--- src/rtl/xmem_pkg.sv ---
package xmem_pkg;
  localparam int unsigned CTRL_W   = 8;
  localparam int unsigned KEEP_BIT = 7;
  localparam int unsigned MASK_W   = 3;

  typedef struct packed {
    logic              keep_en;
    logic [MASK_W-1:0] hi_mask;
  } xmem_ctrl_t;
endpackage

--- src/rtl/xmem_ctrl_reg.sv ---
module xmem_ctrl_reg
  import xmem_pkg::*;
(
  input  logic              clk_i,
  input  logic              rst_ni,
  input  logic              we_i,
  input  logic [CTRL_W-1:0] wdata_i,
  output xmem_ctrl_t        ctrl_o,
  output logic [CTRL_W-1:0] rdata_o
);
  xmem_ctrl_t ctrl_q;

  always_ff @(posedge clk_i or negedge rst_ni) begin
    if (!rst_ni) begin
      ctrl_q <= '0;
    end else if (we_i) begin
      ctrl_q.keep_en <= wdata_i[KEEP_BIT];
      ctrl_q.hi_mask <= wdata_i[MASK_W-1:0];
    end
  end

  // unstored bits read as zero
  always_comb begin
    rdata_o                = '0;
    rdata_o[KEEP_BIT]      = ctrl_q.keep_en;
    rdata_o[MASK_W-1:0]    = ctrl_q.hi_mask;
  end

  assign ctrl_o = ctrl_q;
endmodule

--- src/rtl/xmem_hi_pinmux.sv ---
module xmem_hi_pinmux #(
  parameter int unsigned HI_W   = 8,
  parameter int unsigned MASK_W = 3
) (
  input  logic              xmem_en_i,
  input  logic [MASK_W-1:0] mask_i,
  input  logic [HI_W-1:0]   addr_hi_i,
  input  logic [HI_W-1:0]   gpio_out_i,
  input  logic [HI_W-1:0]   gpio_dir_i,
  output logic [HI_W-1:0]   pin_do_o,
  output logic [HI_W-1:0]   pin_oe_o
);
  localparam int unsigned CNT_W = $clog2(HI_W + 1) + MASK_W;
  localparam logic [MASK_W-1:0] MASK_ALL = '1;

  logic [CNT_W-1:0] n_addr;
  logic [HI_W-1:0]  use_addr;

  // number of low pins still carrying address bits
  always_comb begin
    if (mask_i == MASK_ALL || CNT_W'(mask_i) >= CNT_W'(HI_W)) n_addr = '0;
    else n_addr = CNT_W'(HI_W) - CNT_W'(mask_i);
  end

  for (genvar g = 0; g < HI_W; g++) begin : g_pin
    assign use_addr[g] = xmem_en_i && (CNT_W'(g) < n_addr);
    assign pin_do_o[g] = use_addr[g] ? addr_hi_i[g] : gpio_out_i[g];
    assign pin_oe_o[g] = use_addr[g] ? 1'b1         : gpio_dir_i[g];
  end
endmodule

--- src/rtl/xmem_ext_decode.sv ---
module xmem_ext_decode #(
  parameter int unsigned          ADDR_W   = 16,
  parameter logic [ADDR_W-1:0]    EXT_BASE = 16'h1100
) (
  input  logic              xmem_en_i,
  input  logic              req_i,
  input  logic [ADDR_W-1:0] addr_i,
  output logic              ext_sel_o
);
  assign ext_sel_o = xmem_en_i && req_i && (addr_i >= EXT_BASE);
endmodule

--- src/rtl/xmem_bus_keeper.sv ---
module xmem_bus_keeper #(
  parameter int unsigned W = 8
) (
  input  logic         clk_i,
  input  logic         rst_ni,
  input  logic         keep_en_i,
  input  logic         drv_oe_i,
  input  logic [W-1:0] drv_do_i,
  input  logic         ext_valid_i,
  input  logic [W-1:0] ext_di_i,
  output logic [W-1:0] keep_o,
  output logic [W-1:0] keep_oe_o
);
  logic floating;
  assign floating = !drv_oe_i && !ext_valid_i;

  for (genvar g = 0; g < W; g++) begin : g_line
    logic lvl_q;
    always_ff @(posedge clk_i or negedge rst_ni) begin
      if (!rst_ni)          lvl_q <= 1'b0;
      else if (drv_oe_i)    lvl_q <= drv_do_i[g];
      else if (ext_valid_i) lvl_q <= ext_di_i[g];
    end
    assign keep_o[g]    = lvl_q;
    assign keep_oe_o[g] = keep_en_i && floating;
  end
endmodule

--- src/rtl/xmem_hiaddr_ctl.sv ---
module xmem_hiaddr_ctl
  import xmem_pkg::*;
#(
  parameter int unsigned ADDR_W = 16,
  parameter int unsigned HI_W   = 8,
  parameter int unsigned AD_W   = 8,
  parameter logic [ADDR_W-1:0] EXT_BASE = 16'h1100
) (
  input  logic              clk_i,
  input  logic              rst_ni,
  input  logic              reg_we_i,
  input  logic [CTRL_W-1:0] reg_wdata_i,
  output logic [CTRL_W-1:0] reg_rdata_o,
  input  logic              xmem_en_i,
  input  logic              bus_req_i,
  input  logic [ADDR_W-1:0] bus_addr_i,
  output logic              ext_sel_o,
  input  logic [HI_W-1:0]   gpio_out_i,
  input  logic [HI_W-1:0]   gpio_dir_i,
  output logic [HI_W-1:0]   hi_do_o,
  output logic [HI_W-1:0]   hi_oe_o,
  input  logic              ad_oe_i,
  input  logic [AD_W-1:0]   ad_do_i,
  input  logic              ad_di_valid_i,
  input  logic [AD_W-1:0]   ad_di_i,
  output logic [AD_W-1:0]   ad_keep_o,
  output logic [AD_W-1:0]   ad_keep_oe_o
);
  localparam int unsigned HI_LSB = ADDR_W - HI_W;

  xmem_ctrl_t ctrl;

  xmem_ctrl_reg u_reg (
    .clk_i   (clk_i),
    .rst_ni  (rst_ni),
    .we_i    (reg_we_i),
    .wdata_i (reg_wdata_i),
    .ctrl_o  (ctrl),
    .rdata_o (reg_rdata_o)
  );

  xmem_hi_pinmux #(.HI_W(HI_W), .MASK_W(MASK_W)) u_mux (
    .xmem_en_i  (xmem_en_i),
    .mask_i     (ctrl.hi_mask),
    .addr_hi_i  (bus_addr_i[HI_LSB +: HI_W]),
    .gpio_out_i (gpio_out_i),
    .gpio_dir_i (gpio_dir_i),
    .pin_do_o   (hi_do_o),
    .pin_oe_o   (hi_oe_o)
  );

  xmem_ext_decode #(.ADDR_W(ADDR_W), .EXT_BASE(EXT_BASE)) u_dec (
    .xmem_en_i (xmem_en_i),
    .req_i     (bus_req_i),
    .addr_i    (bus_addr_i),
    .ext_sel_o (ext_sel_o)
  );

  // keeper enable is deliberately not gated by xmem_en_i
  xmem_bus_keeper #(.W(AD_W)) u_keep (
    .clk_i       (clk_i),
    .rst_ni      (rst_ni),
    .keep_en_i   (ctrl.keep_en),
    .drv_oe_i    (ad_oe_i),
    .drv_do_i    (ad_do_i),
    .ext_valid_i (ad_di_valid_i),
    .ext_di_i    (ad_di_i),
    .keep_o      (ad_keep_o),
    .keep_oe_o   (ad_keep_oe_o)
  );
endmodule

--- config.mk ---
export PLATFORM = sky130hd
export DESIGN_NAME = xmem_hiaddr_ctl
export DESIGN_NICKNAME = d
export VERILOG_FILES = /design/src/rtl/xmem_pkg.sv /design/src/rtl/xmem_ctrl_reg.sv /design/src/rtl/xmem_hi_pinmux.sv /design/src/rtl/xmem_ext_decode.sv /design/src/rtl/xmem_bus_keeper.sv /design/src/rtl/xmem_hiaddr_ctl.sv
export SDC_FILE = /design/constraint.sdc
export NUM_CORES = 1
export LEC_CHECK = 0
export BUFFER_PORTS_ARGS = -buffer_cell sky130_fd_sc_hd__buf_2
export CAP_MARGIN = 20
export CORE_ASPECT_RATIO = 0.5
export CORE_UTILIZATION = 35
export DETAILED_ROUTE_END_ITERATION = 10
export PLACE_DENSITY = 0.78
export SKIP_LAST_GASP = 1
export SLEW_MARGIN = 10
export SYNTH_ARGS = -nofsm -noshare
export SYNTH_HDL_FRONTEND = slang
export SYNTH_SLANG_ARGS = --single-unit
--- constraint.sdc ---
create_clock -name clk_i -period 2.2 [get_ports clk_i]
set_clock_uncertainty 0.2 [all_clocks]
set_input_delay 0.22 -clock clk_i [delete_from_list [all_inputs] [get_ports clk_i]]
set_output_delay 0.22 -clock clk_i [all_outputs]
set_load 0.02 [all_outputs]
Word-level counts from Yosys, hierarchy flattened
Index checks and enable logic that the tools add are counted.

cells by class
  reductions and logical operators = 15
  add/sub/neg operators = 1
  muxes and demuxes = 33
  equal/unequal tests = 1
  $lt $le $gt $ge = 9

operators by type and width
  cell                                                   count
  2-to-1 mux 1 bit                                       32
  < comparator 3 x 7 -> 1 bit, first input constant      4
  >= comparator 16 x 13 -> 1 bit, second input constant  1
  < comparator 1 x 7 -> 1 bit, first input constant      2
  < comparator 2 x 7 -> 1 bit, first input constant      2
  logical AND 1 bit                                      12
  2-to-1 mux 7 bit                                       1
  subtractor 4 x 3 -> 5 bit, first input constant        1
  == test 3 bit, second input constant                   1
  zero test 1 bit                                        2
  nonzero test 2 bit                                     1

word-level totals
  logic and storage cells = 69
  bits of input ports = 63
  bits in registers = 12
  output and inout bits = 41

Depth between registers and ports, before layout
Gate-level depths: netlist of run 1.

  word-level depth = 5
  gate-level depth with buffers = 6
  mapped depth without buffers = 6

By module
From an unflattened synthesis of run 1, not the netlist that was laid out.

second synthesis, totals
  cells, all modules = 120
  area total of the unflattened synthesis = 1099.8 um^2

by module, submodules not included
  module           sequential area each (um^2)  area each (um^2)  times used  cells each
  xmem_bus_keeper  200.2                        493.0             1           50
  xmem_hi_pinmux   0.0                          375.4             1           49
  xmem_ctrl_reg    100.1                        209.0             1           17
  xmem_ext_decode  0.0                          22.5              1           4

Worst setup path before layout of run 1
Ideal clock, no wire load.

  path kind = reg2out
  from = reg u_reg.ctrl_q (netlist bit u_reg.ctrl_o[0])
  to = out hi_do_o[0]
  path slack = -0.007 ns
  arrival time = 1.787 ns
  data required time = 1.780 ns
  buffers on the path = 0
  cell stages (with the launch flop) = 6
  cell sequence = dfrtp_1 > inv_2 > ha_1 > o21a_1 > o31ai_2 > mux2_1

on the way
  cells in the longest elaborated chain, start to end = 5
  elaborated cells on any way between the ends = 6
  those cells by class = add/sub (1); order compare (1); eq/ne (1); mux (2); reduce/logical (1)

RTL lines
  item                                                               RTL line                                    source
  from (decl)                                                        xmem_ctrl_reg.sv:11                         xmem_ctrl_t ctrl_q;
  subtractor 4 x 3 -> 5 bit / == test 3 bit (equally long branches)  xmem_hi_pinmux.sv:22, xmem_hi_pinmux.sv:21
  2-to-1 mux 7 bit *                                                 xmem_hi_pinmux.sv:21                        if (mask_i == MASK_ALL || CNT_W'(mask_i) >= CNT_W'(HI_W)) n_addr = '0;
  < comparator 1 x 7 -> 1 bit *                                      xmem_hi_pinmux.sv:26                        assign use_addr[g] = xmem_en_i && (CNT_W'(g) < n_addr);
  logical AND 1 bit *                                                xmem_hi_pinmux.sv:26
  2-to-1 mux 1 bit *                                                 xmem_hi_pinmux.sv:27                        assign pin_do_o[g] = use_addr[g] ? addr_hi_i[g] : gpio_out_i[g];
  to (decl)                                                          xmem_hiaddr_ctl.sv:20                       output logic [HI_W-1:0] hi_do_o,

Mark *: on every way between the ends. The rest lies on a longest branch, timed or not.

Worst setup path after layout of run 1
  from = reg u_reg.ctrl_q (netlist bit u_reg.ctrl_o[1])
  to = out hi_oe_o[4]

on the way
  cells in the longest elaborated chain, start to end = 5
  elaborated cells on any way between the ends = 6
  those cells by class = add/sub (1); order compare (1); eq/ne (1); mux (2); reduce/logical (1)

RTL lines
  item                                                               RTL line                                    source
  subtractor 4 x 3 -> 5 bit / == test 3 bit (equally long branches)  xmem_hi_pinmux.sv:22, xmem_hi_pinmux.sv:21
  2-to-1 mux 7 bit *                                                 xmem_hi_pinmux.sv:21
  < comparator 3 x 7 -> 1 bit *                                      xmem_hi_pinmux.sv:26
  logical AND 1 bit *                                                xmem_hi_pinmux.sv:26
  2-to-1 mux 1 bit *                                                 xmem_hi_pinmux.sv:28                        assign pin_oe_o[g] = use_addr[g] ? 1'b1 : gpio_dir_i[g];
  to (decl)                                                          xmem_hiaddr_ctl.sv:21                       output logic [HI_W-1:0] hi_oe_o,

Marked as above.

==> impl_metrics.prom, run 1 <==
# TYPE chip_impl_metric gauge
chip_impl_metric{name="ir_drop",unit="uV"} 307
chip_impl_metric{name="clock.fmax",unit="MHz"} 435
chip_impl_metric{name="post-dp-hpwl",unit="um"} 2140
chip_impl_metric{name="worstPathMaxFanout",unit=""} 5
chip_impl_metric{name="adder_cell_share_of_the_synthesized_area",unit="%"} 2.40
chip_impl_info{name="failing_checks",value="setup timing"} 1
chip_impl_metric{name="final_cell_area",unit="mm^2"} 0.00169
chip_impl_metric{name="die_width",unit="um"} 79.3
chip_impl_metric{name="dpl_cell_area",unit="mm^2"} 0.00142
chip_impl_info{name="cell_type_group_with_the_largest_total_delay_on_the_critical_path",value="compound AO/OA/AOI/OAI gates"} 1
chip_impl_metric{name="area.growth.synth_to_final",unit="%"} 61.4
chip_impl_metric{name="final_sum_of_negative_setup_slack",unit="ps"} -464
chip_impl_metric{name="numCtsBuffers",unit=""} 3
chip_impl_metric{name="gr-usage-all-layers",unit="%"} 16.5
chip_impl_metric{name="detail-route-antenna-nets",unit=""} 0
chip_impl_metric{name="drive_above_1_share",unit="%"} 65.7
chip_impl_metric{name="worst_ep_arrival_time",unit="ps"} 1880
chip_impl_metric{name="n_fill_cell",unit=""} 252
chip_impl_metric{name="yosysUniqueCellTypes",unit=""} 34
chip_impl_info{name="hold_wc_startpoint",value="ad_do_i[0]"} 1
chip_impl_metric{name="synth.yosys.warnings",unit=""} 0
chip_impl_metric{name="slew_violations",unit=""} 0
chip_impl_metric{name="synth_seq_cells",unit=""} 12
chip_impl_metric{name="clock_insertion_delay_worst_skew",unit="ps"} 240
chip_impl_metric{name="io-pin-count",unit=""} 104
chip_impl_metric{name="yosysSeqAreaShare",unit="%"} 28.7
chip_impl_metric{name="rows",unit=""} 13
chip_impl_metric{name="clk_pin_slew",unit="ps"} 50
chip_impl_metric{name="cts.htree.levels",unit=""} 1
chip_impl_info{name="timing.critical_path.to_type",value="output pin"} 1
chip_impl_metric{name="synth-simple-area-share",unit="%"} 16.6
chip_impl_info{name="slowest_stage",value="dfrtp_2"} 1
chip_impl_metric{name="grt.overflow.total",unit=""} 0
chip_impl_metric{name="synth-xor-area-share",unit="%"} 0
chip_impl_info{name="layout.cells.most_common",value="buf_2"} 1
chip_impl_info{name="crit_chain",value="inv_2 > ha_4 > o21a_4 > o21a_1 > buf_4 > or2_4 > buf_6"} 1
chip_impl_info{name="tritoncts_clock_tree",value="done"} 1
chip_impl_metric{name="netlist_area",unit="mm^2"} 0.00104
chip_impl_metric{name="critPathRequiredTime",unit="ps"} 1780
chip_impl_metric{name="synth_compound_gate_area_share",unit="%"} 15.0
chip_impl_metric{name="post-route-worst-setup-slack",unit="ps"} -97.4
chip_impl_metric{name="clock_path_buffers",unit=""} 2
chip_impl_metric{name="grt_pass1_wl",unit="um"} 3880
chip_impl_metric{name="synth_top_cell_area_share",unit="%"} 28.7
chip_impl_info{name="run_status",value="finished with violations"} 1
chip_impl_metric{name="drtPass1Iterations",unit=""} 2
chip_impl_metric{name="postRouteWirelength",unit="um"} 2840
chip_impl_metric{name="setup_violations",unit=""} 8
chip_impl_metric{name="cts_sinks",unit=""} 12
chip_impl_info{name="worst-setup-path-type",value="flop to output pin"} 1
chip_impl_metric{name="layout_min_cycle_time",unit="ps"} 2300
chip_impl_metric{name="dr_vias",unit=""} 1074
chip_impl_metric{name="timing.critical_path.depth",unit=""} 7
chip_impl_metric{name="syn_inst",unit=""} 111
chip_impl_info{name="post_synth_main_area_contributors",value="dfrtp_1 (29%), buf_4 (14%), mux2i_1 (7.7%)"} 1
chip_impl_metric{name="synth.area.mux_share",unit="%"} 19.5
chip_impl_metric{name="powerDensity",unit="mW/mm^2"} 531
chip_impl_metric{name="first_iter_violations",unit=""} 15
chip_impl_metric{name="die_h",unit="um"} 40.6
chip_impl_info{name="timing.critical_path.from_type",value="flop"} 1
chip_impl_metric{name="avgRoutedWirePerCell",unit="um"} 11.9
chip_impl_metric{name="final_min_period_over_clock_period",unit="%"} 104
chip_impl_info{name="r2r-end",value="u_reg.ctrl_o[0]$_DFFE_PN0P_"} 1
chip_impl_metric{name="relSlewSlack",unit="%"} 58.8
chip_impl_info{name="cts-root-buf",value="clkbuf_8"} 1
chip_impl_metric{name="place.gp.congestion",unit=""} 0.787
chip_impl_metric{name="min_path_cells",unit=""} 3
chip_impl_metric{name="vias_per_cell",unit=""} 4.51
chip_impl_info{name="largest_family_of_logic_cells_by_synthesized_area",value="multiplexers"} 1
chip_impl_metric{name="postLayoutCoreUtil",unit="%"} 62.1
chip_impl_metric{name="r2r.worst_path.cells",unit=""} 4
chip_impl_metric{name="port_buffers",unit=""} 87
chip_impl_metric{name="grt_antenna_before_repair",unit=""} 0
chip_impl_info{name="worstHoldPathType",value="primary input to flop"} 1
chip_impl_metric{name="antenna_cells_inserted",unit=""} 0
chip_impl_metric{name="grt_start_max_net_pins",unit=""} 18
chip_impl_metric{name="slowest_delay",unit="ps"} 420
chip_impl_info{name="synth_top_area_cell",value="dfrtp_1"} 1
chip_impl_metric{name="pin_slew_with_the_least_headroom_to_its_limit",unit="ps"} 617
chip_impl_metric{name="register_area",unit="um^2"} 304
chip_impl_metric{name="finalHoldViolCount",unit=""} 0
chip_impl_info{name="whs_endpoint",value="u_keep.g_line[0].lvl_q$_DFFE_PN0P_"} 1
chip_impl_metric{name="die-area",unit="mm^2"} 0.00322
chip_impl_info{name="rsz0062_at_grt",value="yes"} 1
chip_impl_metric{name="core_area",unit="mm^2"} 0.00272
chip_impl_metric{name="multi_input_area",unit="um^2"} 647
chip_impl_metric{name="floorplan.initialDensity",unit="%"} 38.5
chip_impl_metric{name="post-route-drc-count",unit=""} 0
chip_impl_metric{name="finalNetCount",unit=""} 267
chip_impl_metric{name="leak_pwr",unit="nW"} 0.906
chip_impl_metric{name="setup.reg_to_reg.worst_slack",unit="ps"} 1040
chip_impl_metric{name="critPathBufInv",unit=""} 3
chip_impl_metric{name="drv_cap",unit=""} 0
chip_impl_info{name="most-common-layout-cells",value="buf_2 (81), buf_4 (12), nand2_1 (11), o21ai_0 (10), dfrtp_1 (9)"} 1
chip_impl_metric{name="number_of_global_route_vias_before_repair",unit=""} 903
chip_impl_metric{name="syn-mean-instance-area",unit="um^2"} 9.41
chip_impl_info{name="reg2reg_from",value="u_reg.ctrl_o[0]$_DFFE_PN0P_"} 1
==> area by class of cell <==
class	count	share of cell area (%)
inverters	3	0.668
multi-input cells	76	38.4
well taps	37	2.74
repair buffers	106	37.5
flip-flops and latches	12	18.0
clock buffers	4	2.67
==> cell usage after synthesis <==
library cell	n
inv_2	1
nand2_2	2
buf_2	1
nor2b_4	1
mux2_1	3
mux2_2	4
o21a_1	3
a21oi_1	1
o311a_1	1
o31ai_2	1
dfrtp_1	12
inv_1	2
o41ai_1	1
or2_1	2
o21ai_1	2
nor2_1	2
o2bb2ai_2	1
nand2_1	11
o21ai_0	11
a31o_1	1
o21ai_2	1
buf_4	20
nand2b_1	3
mux2_4	3
ha_1	2
buf_6	1
mux2i_1	8
nand3b_4	1
or2_2	3
nor3b_1	1
clkbuf_1	1
conb_1	1
nor3_1	2
and3_4	1
==> repair_timing <==
| item | CTS | global route |
|---|---|---|
| pin swaps | 11 | 5 |
| buffers inserted | 6 | 1 |
| endpoints found under the setup margin | 11 | 12 |
| resized for setup | 14 | 13 |
| hold buffers | 7 | 0 |
| hold endpoints to repair | 18 | 0 |
==> kinds of logic after synthesis <==
kind of cell | count (synthesis)
mux | 18
compound gates | 23
flops | 12
simple gates | 29
fa+ha+maj | 2
other cells | 1
buf+inv | 26
==> routing by layer <==
layer / global-route usage, % / part of all wire [%] / vias to the layer above
met2: 35.8 / 55 / 49
li1: - / - / 540
met5: 0 / 0 / -
met3: 3.78 / 7.4 / 4
met1: 16.6 / 37 / 481
met4: 5.91 / 1.0 / 0
==> worst max path at each step <==
stage          slack (ps)                   startpoint    endpoint
6_report             -100  u_reg.ctrl_o[1]$_DFFE_PN0P_  hi_oe_o[4]
3_3_place_gp           60  u_reg.ctrl_o[0]$_DFFE_PN0P_  hi_do_o[5]
5_1_grt              -160  u_reg.ctrl_o[0]$_DFFE_PN0P_  hi_oe_o[4]
4_1_cts              -150  u_reg.ctrl_o[1]$_DFFE_PN0P_  hi_do_o[0]
2_1_floorplan          90  u_reg.ctrl_o[1]$_DFFE_PN0P_  hi_do_o[4]
3_5_place_dp           40  u_reg.ctrl_o[1]$_DFFE_PN0P_  hi_do_o[4]
==> sequential cells by signal (all words and copies together), names as in the netlist <==
register and flops:
u_keep.g_line.lvl_q 8, u_reg.ctrl_o 4
==> per-stage QoR <==
stage	hold WS, ps	cells	setup WS, ps	power [W]
floorplan	-276	114	85.7	0.000513
global placement	-90.3	221	65.0	0.000604
detailed placement	-79.6	221	42.7	0.000615
CTS	4.23	238	-154	0.000875
global route	3.66	238	-160	0.000953
finish	3.26	238	-97.4	0.000895
==> where the power goes <==
| group | leakage (nW) | switching (W) | internal (W) |
|---|---|---|---|
| Combinational | 0.742 | 0.000219 | 0.000209 |
| Clock | 0.0228 | 0.0000778 | 0.000127 |
| Sequential | 0.141 | 0.0000191 | 0.000243 |
| Total | 0.906 | 0.000316 | 0.000579 |
==> tightest hold or removal path: cells and delay by family <==
| family | cells | cell delay, ps |
|---|---|---|
| simple gates | 1 | 40 |
| buf+inv | 1 | 70 |
| compound gates | 1 | 70 |
Power figures use the tool's default switching activity.
==> run 2: changes to the inputs <==
--- a/config.mk
+++ b/config.mk
@@ -10,7 +10,7 @@
 export CORE_ASPECT_RATIO = 0.5
 export CORE_UTILIZATION = 35
 export DETAILED_ROUTE_END_ITERATION = 10
-export PLACE_DENSITY = 0.78
+export PLACE_DENSITY = 0.79
 export SKIP_LAST_GASP = 1
 export SLEW_MARGIN = 10
 export SYNTH_ARGS = -nofsm -noshare
==> run 2 against run 1 <==
Effect of this change: the run still ends with setup timing left; die area unchanged; flip-flop and latch count did not move; clock power is essentially flat; non-clock buffer count down 5; critical path type unchanged.
==> impl_metrics.prom, run 2 (same netlist as run 1, synthesis figures left out) <==
# TYPE chip_impl_metric gauge
chip_impl_metric{name="clock.fmax",unit="MHz"} 436
chip_impl_metric{name="floorplan.initialDensity",unit="%"} 38.5
chip_impl_metric{name="detail-route-antenna-nets",unit=""} 0
chip_impl_info{name="timing.critical_path.from_type",value="flop"} 1
chip_impl_metric{name="port_buffers",unit=""} 87
chip_impl_info{name="cts-root-buf",value="clkbuf_8"} 1
chip_impl_metric{name="clk_pin_slew",unit="ps"} 50
chip_impl_metric{name="cts.htree.levels",unit=""} 1
chip_impl_info{name="rsz0062_at_grt",value="yes"} 1
chip_impl_metric{name="pin_slew_with_the_least_headroom_to_its_limit",unit="ps"} 646
chip_impl_metric{name="layout_min_cycle_time",unit="ps"} 2290
chip_impl_metric{name="numCtsBuffers",unit=""} 3
chip_impl_metric{name="grt_antenna_before_repair",unit=""} 0
chip_impl_metric{name="post-route-drc-count",unit=""} 0
chip_impl_metric{name="cts_sinks",unit=""} 12
chip_impl_info{name="regMostFlops",value="u_keep.g_line.lvl_q"} 1
chip_impl_info{name="whs_endpoint",value="u_keep.g_line[0].lvl_q$_DFFE_PN0P_"} 1
chip_impl_metric{name="dpl_cell_area",unit="mm^2"} 0.00141
chip_impl_metric{name="n_fill_cell",unit=""} 222
chip_impl_metric{name="die_h",unit="um"} 40.6
chip_impl_info{name="crit_chain",value="inv_2 > ha_4 > nand3b_4 > o2bb2ai_4 > o21a_1 > mux2_4 > buf_6"} 1
chip_impl_metric{name="powerDensity",unit="mW/mm^2"} 535
chip_impl_metric{name="core_area",unit="mm^2"} 0.00272
chip_impl_metric{name="finalNetCount",unit=""} 262
chip_impl_info{name="failing_checks",value="setup timing"} 1
chip_impl_metric{name="rows",unit=""} 13
chip_impl_metric{name="final_min_period_over_clock_period",unit="%"} 104
chip_impl_metric{name="dr_vias",unit=""} 1059
chip_impl_metric{name="critPathBufInv",unit=""} 2
chip_impl_metric{name="clock_insertion_delay_worst_skew",unit="ps"} 240
chip_impl_metric{name="grt_pass1_wl",unit="um"} 3950
chip_impl_metric{name="drv_cap",unit=""} 0
chip_impl_metric{name="critPathRequiredTime",unit="ps"} 1780
chip_impl_metric{name="placement.setup.worst_slack",unit="ps"} -2.14
chip_impl_metric{name="number_of_global_route_vias_before_repair",unit=""} 954
chip_impl_info{name="layout.cells.most_common",value="buf_2"} 1
chip_impl_info{name="hold_wc_startpoint",value="ad_do_i[0]"} 1
chip_impl_metric{name="finalNonFillerCells",unit=""} 233
chip_impl_metric{name="slowest_delay",unit="ps"} 440
chip_impl_info{name="worstHoldPathType",value="primary input to flop"} 1
chip_impl_metric{name="number_of_flip_flops_under_the_largest_register_name",unit=""} 8
chip_impl_metric{name="slew_violations",unit=""} 0
chip_impl_metric{name="r2r.worst_path.cells",unit=""} 4
chip_impl_metric{name="die-area",unit="mm^2"} 0.00322
chip_impl_metric{name="worst_ep_arrival_time",unit="ps"} 1870
chip_impl_metric{name="post-route-worst-setup-slack",unit="ps"} -94.9
chip_impl_metric{name="vias_per_cell",unit=""} 4.55
chip_impl_info{name="worst-setup-path-type",value="flop to output pin"} 1
chip_impl_metric{name="leak_pwr",unit="nW"} 0.890
chip_impl_metric{name="postRouteWirelength",unit="um"} 2900
chip_impl_metric{name="antenna_cells_inserted",unit=""} 0
chip_impl_metric{name="grt_start_max_net_pins",unit=""} 18
chip_impl_metric{name="first_iter_violations",unit=""} 12
chip_impl_metric{name="min_path_cells",unit=""} 3
chip_impl_metric{name="relSlewSlack",unit="%"} 56.9
chip_impl_info{name="run_status",value="finished with violations"} 1
chip_impl_metric{name="grt.overflow.total",unit=""} 0
chip_impl_info{name="slowest_stage",value="dfrtp_2"} 1
chip_impl_metric{name="area.growth.synth_to_final",unit="%"} 61.4
chip_impl_metric{name="finalHoldViolCount",unit=""} 0
chip_impl_info{name="timing.critical_path.to_type",value="output pin"} 1
chip_impl_info{name="reg2reg_from",value="u_reg.ctrl_o[1]$_DFFE_PN0P_"} 1
chip_impl_metric{name="post-dp-hpwl",unit="um"} 2120
chip_impl_info{name="tritoncts_clock_tree",value="done"} 1
chip_impl_info{name="r2r-end",value="u_reg.ctrl_o[1]$_DFFE_PN0P_"} 1
chip_impl_metric{name="gr-usage-all-layers",unit="%"} 16.3
chip_impl_metric{name="setup.reg_to_reg.worst_slack",unit="ps"} 1060
chip_impl_metric{name="drive_above_1_share",unit="%"} 65.8
chip_impl_metric{name="ir_drop",unit="uV"} 489
chip_impl_metric{name="dpl.cell_count",unit=""} 220
chip_impl_info{name="cell_type_group_with_the_largest_total_delay_on_the_critical_path",value="flip-flops"} 1
chip_impl_metric{name="die_width",unit="um"} 79.3
chip_impl_metric{name="worstPathMaxFanout",unit=""} 5
chip_impl_metric{name="avgRoutedWirePerCell",unit="um"} 12.5
chip_impl_metric{name="final_cell_area",unit="mm^2"} 0.00169
chip_impl_metric{name="drtPass1Iterations",unit=""} 4
chip_impl_metric{name="setup_violations",unit=""} 6
chip_impl_metric{name="place.gp.congestion",unit=""} 0.688
chip_impl_metric{name="io-pin-count",unit=""} 104
chip_impl_info{name="most-common-layout-cells",value="buf_2 (78), nand2_1 (11), o21ai_0 (10), buf_4 (9), dfrtp_1 (9)"} 1
chip_impl_metric{name="clock_path_buffers",unit=""} 2
==> run 2: timing repair <==
item / in CTS / in global routing
endpoints found under the hold margin: 18 / 0
gates resized for setup: 23 / 12
pin swaps: 7 / 7
hold buffers: 7 / 0
buffers inserted: 2 / 1
endpoints found under the setup margin: 10 / 10
==> run 2: power breakdown <==
| part | switching [W] | leakage (nW) | internal [W] |
|---|---|---|---|
| clock network | 0.0000768 | 0.0228 | 0.000127 |
| logic | 0.000221 | 0.727 | 0.000213 |
| registers | 0.0000206 | 0.141 | 0.000243 |
==> run 2: cell type report <==
class | count | area, um^2 | area share (%)
Clock buffer | 4 | 45.0 | 2.67
Inverter | 3 | 11.3 | 0.668
Multi-Input combinational cell | 76 | 673 | 39.9
Sequential cell | 12 | 304 | 18.0
Tap cell | 37 | 46.3 | 2.74
Timing Repair Buffer | 101 | 607 | 36.0
==> run 2: worst register-to-register path: stages (launching register included) <==
cell and delay (ps):
dfrtp_2 390, inv_2 60, buf_4 130, buf_4 120, o21ai_0 150
==> run 2: worst max-delay path by stage <==
| stage | startpoint | to | slack (ps) | depth (start not counted) |
|---|---|---|---|---|
| 2_1_floorplan | u_reg.ctrl_o[1]$_DFFE_PN0P_ | hi_do_o[4] | 90 | 6 |
| 3_5_place_dp | u_reg.ctrl_o[1]$_DFFE_PN0P_ | hi_do_o[5] | -2 | 7 |
| 4_1_cts | u_reg.ctrl_o[0]$_DFFE_PN0P_ | hi_do_o[0] | -140 | 6 |
| 3_3_place_gp | u_reg.ctrl_o[1]$_DFFE_PN0P_ | hi_do_o[5] | 20 | 7 |
| 5_1_grt | u_reg.ctrl_o[0]$_DFFE_PN0P_ | hi_do_o[4] | -180 | 7 |
| 6_report | u_reg.ctrl_o[0]$_DFFE_PN0P_ | hi_do_o[4] | -90 | 7 |
==> run 2: layer usage <==
layer  share of wire, %  track usage (%)
met5                  0                0
met2                 57             37.1
met1                 35             16.0
met3                7.1             4.22
met4               0.48             2.73
==> run 2: per-stage QoR <==
stage	hold WS, ps	setup TNS, ps	power (W)	util (%)
finish	1.88	-387	0.000902	62.1
global route	6.23	-1020	0.000960	62.1
detailed placement	-81.1	-3.75	0.000612	51.8
CTS	5.44	-632	0.000877	59.7
global placement	-87.0	0	0.000603	51.8
floorplan	-276	0	0.000513	-
==> run 3: changes to the inputs <==
--- a/config.mk
+++ b/config.mk
@@ -8,9 +8,9 @@
 export BUFFER_PORTS_ARGS = -buffer_cell sky130_fd_sc_hd__buf_2
 export CAP_MARGIN = 20
 export CORE_ASPECT_RATIO = 0.5
-export CORE_UTILIZATION = 35
+export CORE_UTILIZATION = 36
 export DETAILED_ROUTE_END_ITERATION = 10
-export PLACE_DENSITY = 0.79
+export PLACE_DENSITY = 0.81
 export SKIP_LAST_GASP = 1
 export SLEW_MARGIN = 10
 export SYNTH_ARGS = -nofsm -noshare
==> run 3 against run 2 <==
Effect of this change: the run still ends with setup timing left; final cell count up 2.1%; die area shrank 2.7%; setup slack improved by 21 ps; sequential share of layout area decreased by 0.074 points; power up 1.6%; via count rose by 2.2%; utilization grew 1.1 points; register-to-register slack is essentially flat; sequential power barely moved; non-clock buffer count is 5 higher; fmax increased by 0.94%; combinational power decreased by 4%.
==> impl_metrics.prom, run 3 (same netlist as run 1, synthesis figures left out) <==
# TYPE chip_impl_metric gauge
chip_impl_metric{name="first_iter_violations",unit=""} 14
chip_impl_metric{name="worst_ep_arrival_time",unit="ps"} 1850
chip_impl_metric{name="area.growth.synth_to_final",unit="%"} 61.4
chip_impl_metric{name="slew_violations",unit=""} 0
chip_impl_info{name="timing.critical_path.from",value="u_reg.ctrl_o[1]$_DFFE_PN0P_"} 1
chip_impl_metric{name="clock_path_buffers",unit=""} 2
chip_impl_metric{name="grt_antenna_before_repair",unit=""} 0
chip_impl_metric{name="die-area",unit="mm^2"} 0.00313
chip_impl_metric{name="finalNetCount",unit=""} 267
chip_impl_metric{name="clk_pin_slew",unit="ps"} 50
chip_impl_metric{name="finalHoldViolCount",unit=""} 0
chip_impl_metric{name="vias_per_cell",unit=""} 4.55
chip_impl_metric{name="clock.fmax",unit="MHz"} 440
chip_impl_info{name="rsz0062_at_grt",value="yes"} 1
chip_impl_metric{name="rows",unit=""} 13
chip_impl_metric{name="setup_violations",unit=""} 6
chip_impl_metric{name="antenna_cells_inserted",unit=""} 0
chip_impl_metric{name="die_h",unit="um"} 40.1
chip_impl_metric{name="worstPathMaxFanout",unit=""} 4
chip_impl_info{name="r2r-end",value="u_reg.ctrl_o[2]$_DFFE_PN0P_"} 1
chip_impl_metric{name="leak_pwr",unit="nW"} 0.904
chip_impl_metric{name="number_of_flip_flops_under_the_largest_register_name",unit=""} 8
chip_impl_metric{name="combinationalPowerShare",unit="%"} 45.5
chip_impl_metric{name="die_width",unit="um"} 78.2
chip_impl_metric{name="drive_above_1_share",unit="%"} 63.7
chip_impl_metric{name="power.share.sequential",unit="%"} 28.5
chip_impl_metric{name="avgRoutedWirePerCell",unit="um"} 12.1
chip_impl_metric{name="post-route-drc-count",unit=""} 0
chip_impl_metric{name="powerDensity",unit="mW/mm^2"} 543
chip_impl_metric{name="dpl_cell_area",unit="mm^2"} 0.00142
chip_impl_info{name="timing.critical_path.from_type",value="flop"} 1
chip_impl_metric{name="final_min_period_over_clock_period",unit="%"} 103
chip_impl_info{name="worstHoldPathType",value="primary input to flop"} 1
chip_impl_metric{name="critPathRequiredTime",unit="ps"} 1780
chip_impl_metric{name="dr_vias",unit=""} 1082
chip_impl_info{name="failing_checks",value="setup timing"} 1
chip_impl_metric{name="final_sum_of_negative_setup_slack",unit="ps"} -317
chip_impl_metric{name="numCtsBuffers",unit=""} 3
chip_impl_info{name="tritoncts_clock_tree",value="done"} 1
chip_impl_metric{name="netSwitchingFraction",unit="%"} 34.0
chip_impl_metric{name="internal-power",unit="W"} 0.000605
chip_impl_metric{name="post-dp-hpwl",unit="um"} 2000
chip_impl_metric{name="relSlewSlack",unit="%"} 62.4
chip_impl_metric{name="grt.overflow.total",unit=""} 0
chip_impl_metric{name="cts.htree.levels",unit=""} 1
chip_impl_metric{name="finalHoldWorstSlack",unit="ps"} 2.50
chip_impl_info{name="most-common-layout-cells",value="buf_2 (79), buf_4 (12), nand2_1 (11)"} 1
chip_impl_metric{name="grt_pass1_wl",unit="um"} 3910
chip_impl_info{name="reg2reg_from",value="u_reg.ctrl_o[2]$_DFFE_PN0P_"} 1
chip_impl_metric{name="ir_drop",unit="uV"} 479
chip_impl_metric{name="pin_slew_with_the_least_headroom_to_its_limit",unit="ps"} 564
chip_impl_info{name="worst-setup-path-type",value="flop to output pin"} 1
chip_impl_metric{name="cts_sinks",unit=""} 12
chip_impl_metric{name="grt_start_max_net_pins",unit=""} 18
chip_impl_info{name="timing.critical_path.to_type",value="output pin"} 1
chip_impl_metric{name="layout_min_cycle_time",unit="ps"} 2270
chip_impl_metric{name="gr-usage-all-layers",unit="%"} 16.8
chip_impl_metric{name="floorplan.initialDensity",unit="%"} 39.2
chip_impl_metric{name="setup.reg_to_reg.worst_slack",unit="ps"} 1050
chip_impl_info{name="regMostFlops",value="u_keep.g_line.lvl_q"} 1
chip_impl_info{name="layout.cells.most_common",value="buf_2"} 1
chip_impl_metric{name="io-pin-count",unit=""} 104
chip_impl_metric{name="detail-route-antenna-nets",unit=""} 0
chip_impl_metric{name="final_cell_area",unit="mm^2"} 0.00169
chip_impl_metric{name="core_area",unit="mm^2"} 0.00267
chip_impl_metric{name="drv_cap",unit=""} 0
chip_impl_info{name="cts-root-buf",value="clkbuf_8"} 1
chip_impl_metric{name="post-route-worst-setup-slack",unit="ps"} -73.4
chip_impl_info{name="run_status",value="finished with violations"} 1
chip_impl_metric{name="r2r.worst_path.cells",unit=""} 1
chip_impl_metric{name="postLayoutCoreUtil",unit="%"} 63.2
chip_impl_metric{name="drtPass1Iterations",unit=""} 3
chip_impl_metric{name="port_buffers",unit=""} 87
chip_impl_metric{name="number_of_global_route_vias_before_repair",unit=""} 899
chip_impl_info{name="critical_path.endpoint",value="hi_do_o[0]"} 1
chip_impl_metric{name="postRouteWirelength",unit="um"} 2870
chip_impl_metric{name="share_clk_of_total_power",unit="%"} 26.0
chip_impl_metric{name="clock_insertion_delay_worst_skew",unit="ps"} 240
chip_impl_metric{name="place.gp.congestion",unit=""} 0.705
chip_impl_metric{name="total_switching_power",unit="W"} 0.000311
run 3: how the worst min path moves through the flow:
stage                                                     to  slack (ps)  depth (start not counted)      startpoint
after global routing             u_reg.ctrl_o[2]$_DFFE_PN0P_           8                          2  reg_wdata_i[2]
after detailed placement  u_keep.g_line[6].lvl_q$_DFFE_PN0P_         -80                          1          rst_ni
final                     u_keep.g_line[3].lvl_q$_DFFE_PN0P_           3                          3      ad_do_i[3]
after floorplan           u_keep.g_line[0].lvl_q$_DFFE_PN0P_        -280                          0          rst_ni
after global placement    u_keep.g_line[6].lvl_q$_DFFE_PN0P_         -80                          1          rst_ni
after CTS                        u_reg.ctrl_o[0]$_DFFE_PN0P_           1                          3  reg_wdata_i[0]
run 3: layout make-up:
| class | count | area [um^2] |
|---|---|---|
| clock buffers | 4 | 55.1 |
| fillers | 239 | 981 |
| inverters | 3 | 11.3 |
| multi-input cells | 76 | 629 |
| flip-flops and latches | 12 | 303 |
| well taps | 37 | 46.3 |
| repair buffers | 106 | 642 |
run 3: power groups by stage:
stage	Clock, W	Sequential [W]	Combinational (W)
6_report	0.000239	0.000261	0.000417
5_1_grt	0.000260	0.000264	0.000448
4_1_cts	0.000246	0.000261	0.000405
3_5_place_dp	0	0.000264	0.000347
3_3_place_gp	0	0.000263	0.000342
2_1_floorplan	0	0.000266	0.000248
run 3: critical path: stages (launching register included):
cell      delay (ps)
dfrtp_2          390
inv_2             60
ha_4             180
nand3b_4          80
o21ai_1          140
o31ai_4          310
mux2_4           330
buf_6            130
run 3: per-stage QoR:
step                      cells  worst slack, ps  total power (W)
final                       238            -73.4         0.000916
after global routing        238             -152         0.000972
after CTS                   236             -116         0.000911
after detailed placement    221            -2.50         0.000610
after global placement      221             37.1         0.000605
after floorplan             114             85.7         0.000513
run 3: routing by layer:
metal | vias up | global-route usage [%] | part of all wire [%]
met4 | 0 | 0 | 0
met3 | 0 | 5.23 | 6.7
met1 | 493 | 18.1 | 39
met5 | - | 0 | 0
li1 | 541 | - | -
met2 | 48 | 36.2 | 54
run 3: repair_timing:
action	CTS	global route
resized for setup	21	3
hold buffers	9	1
hold endpoints to repair	20	1
pin swaps	7	3
buffers inserted	2	1
endpoints found under the setup margin	10	9
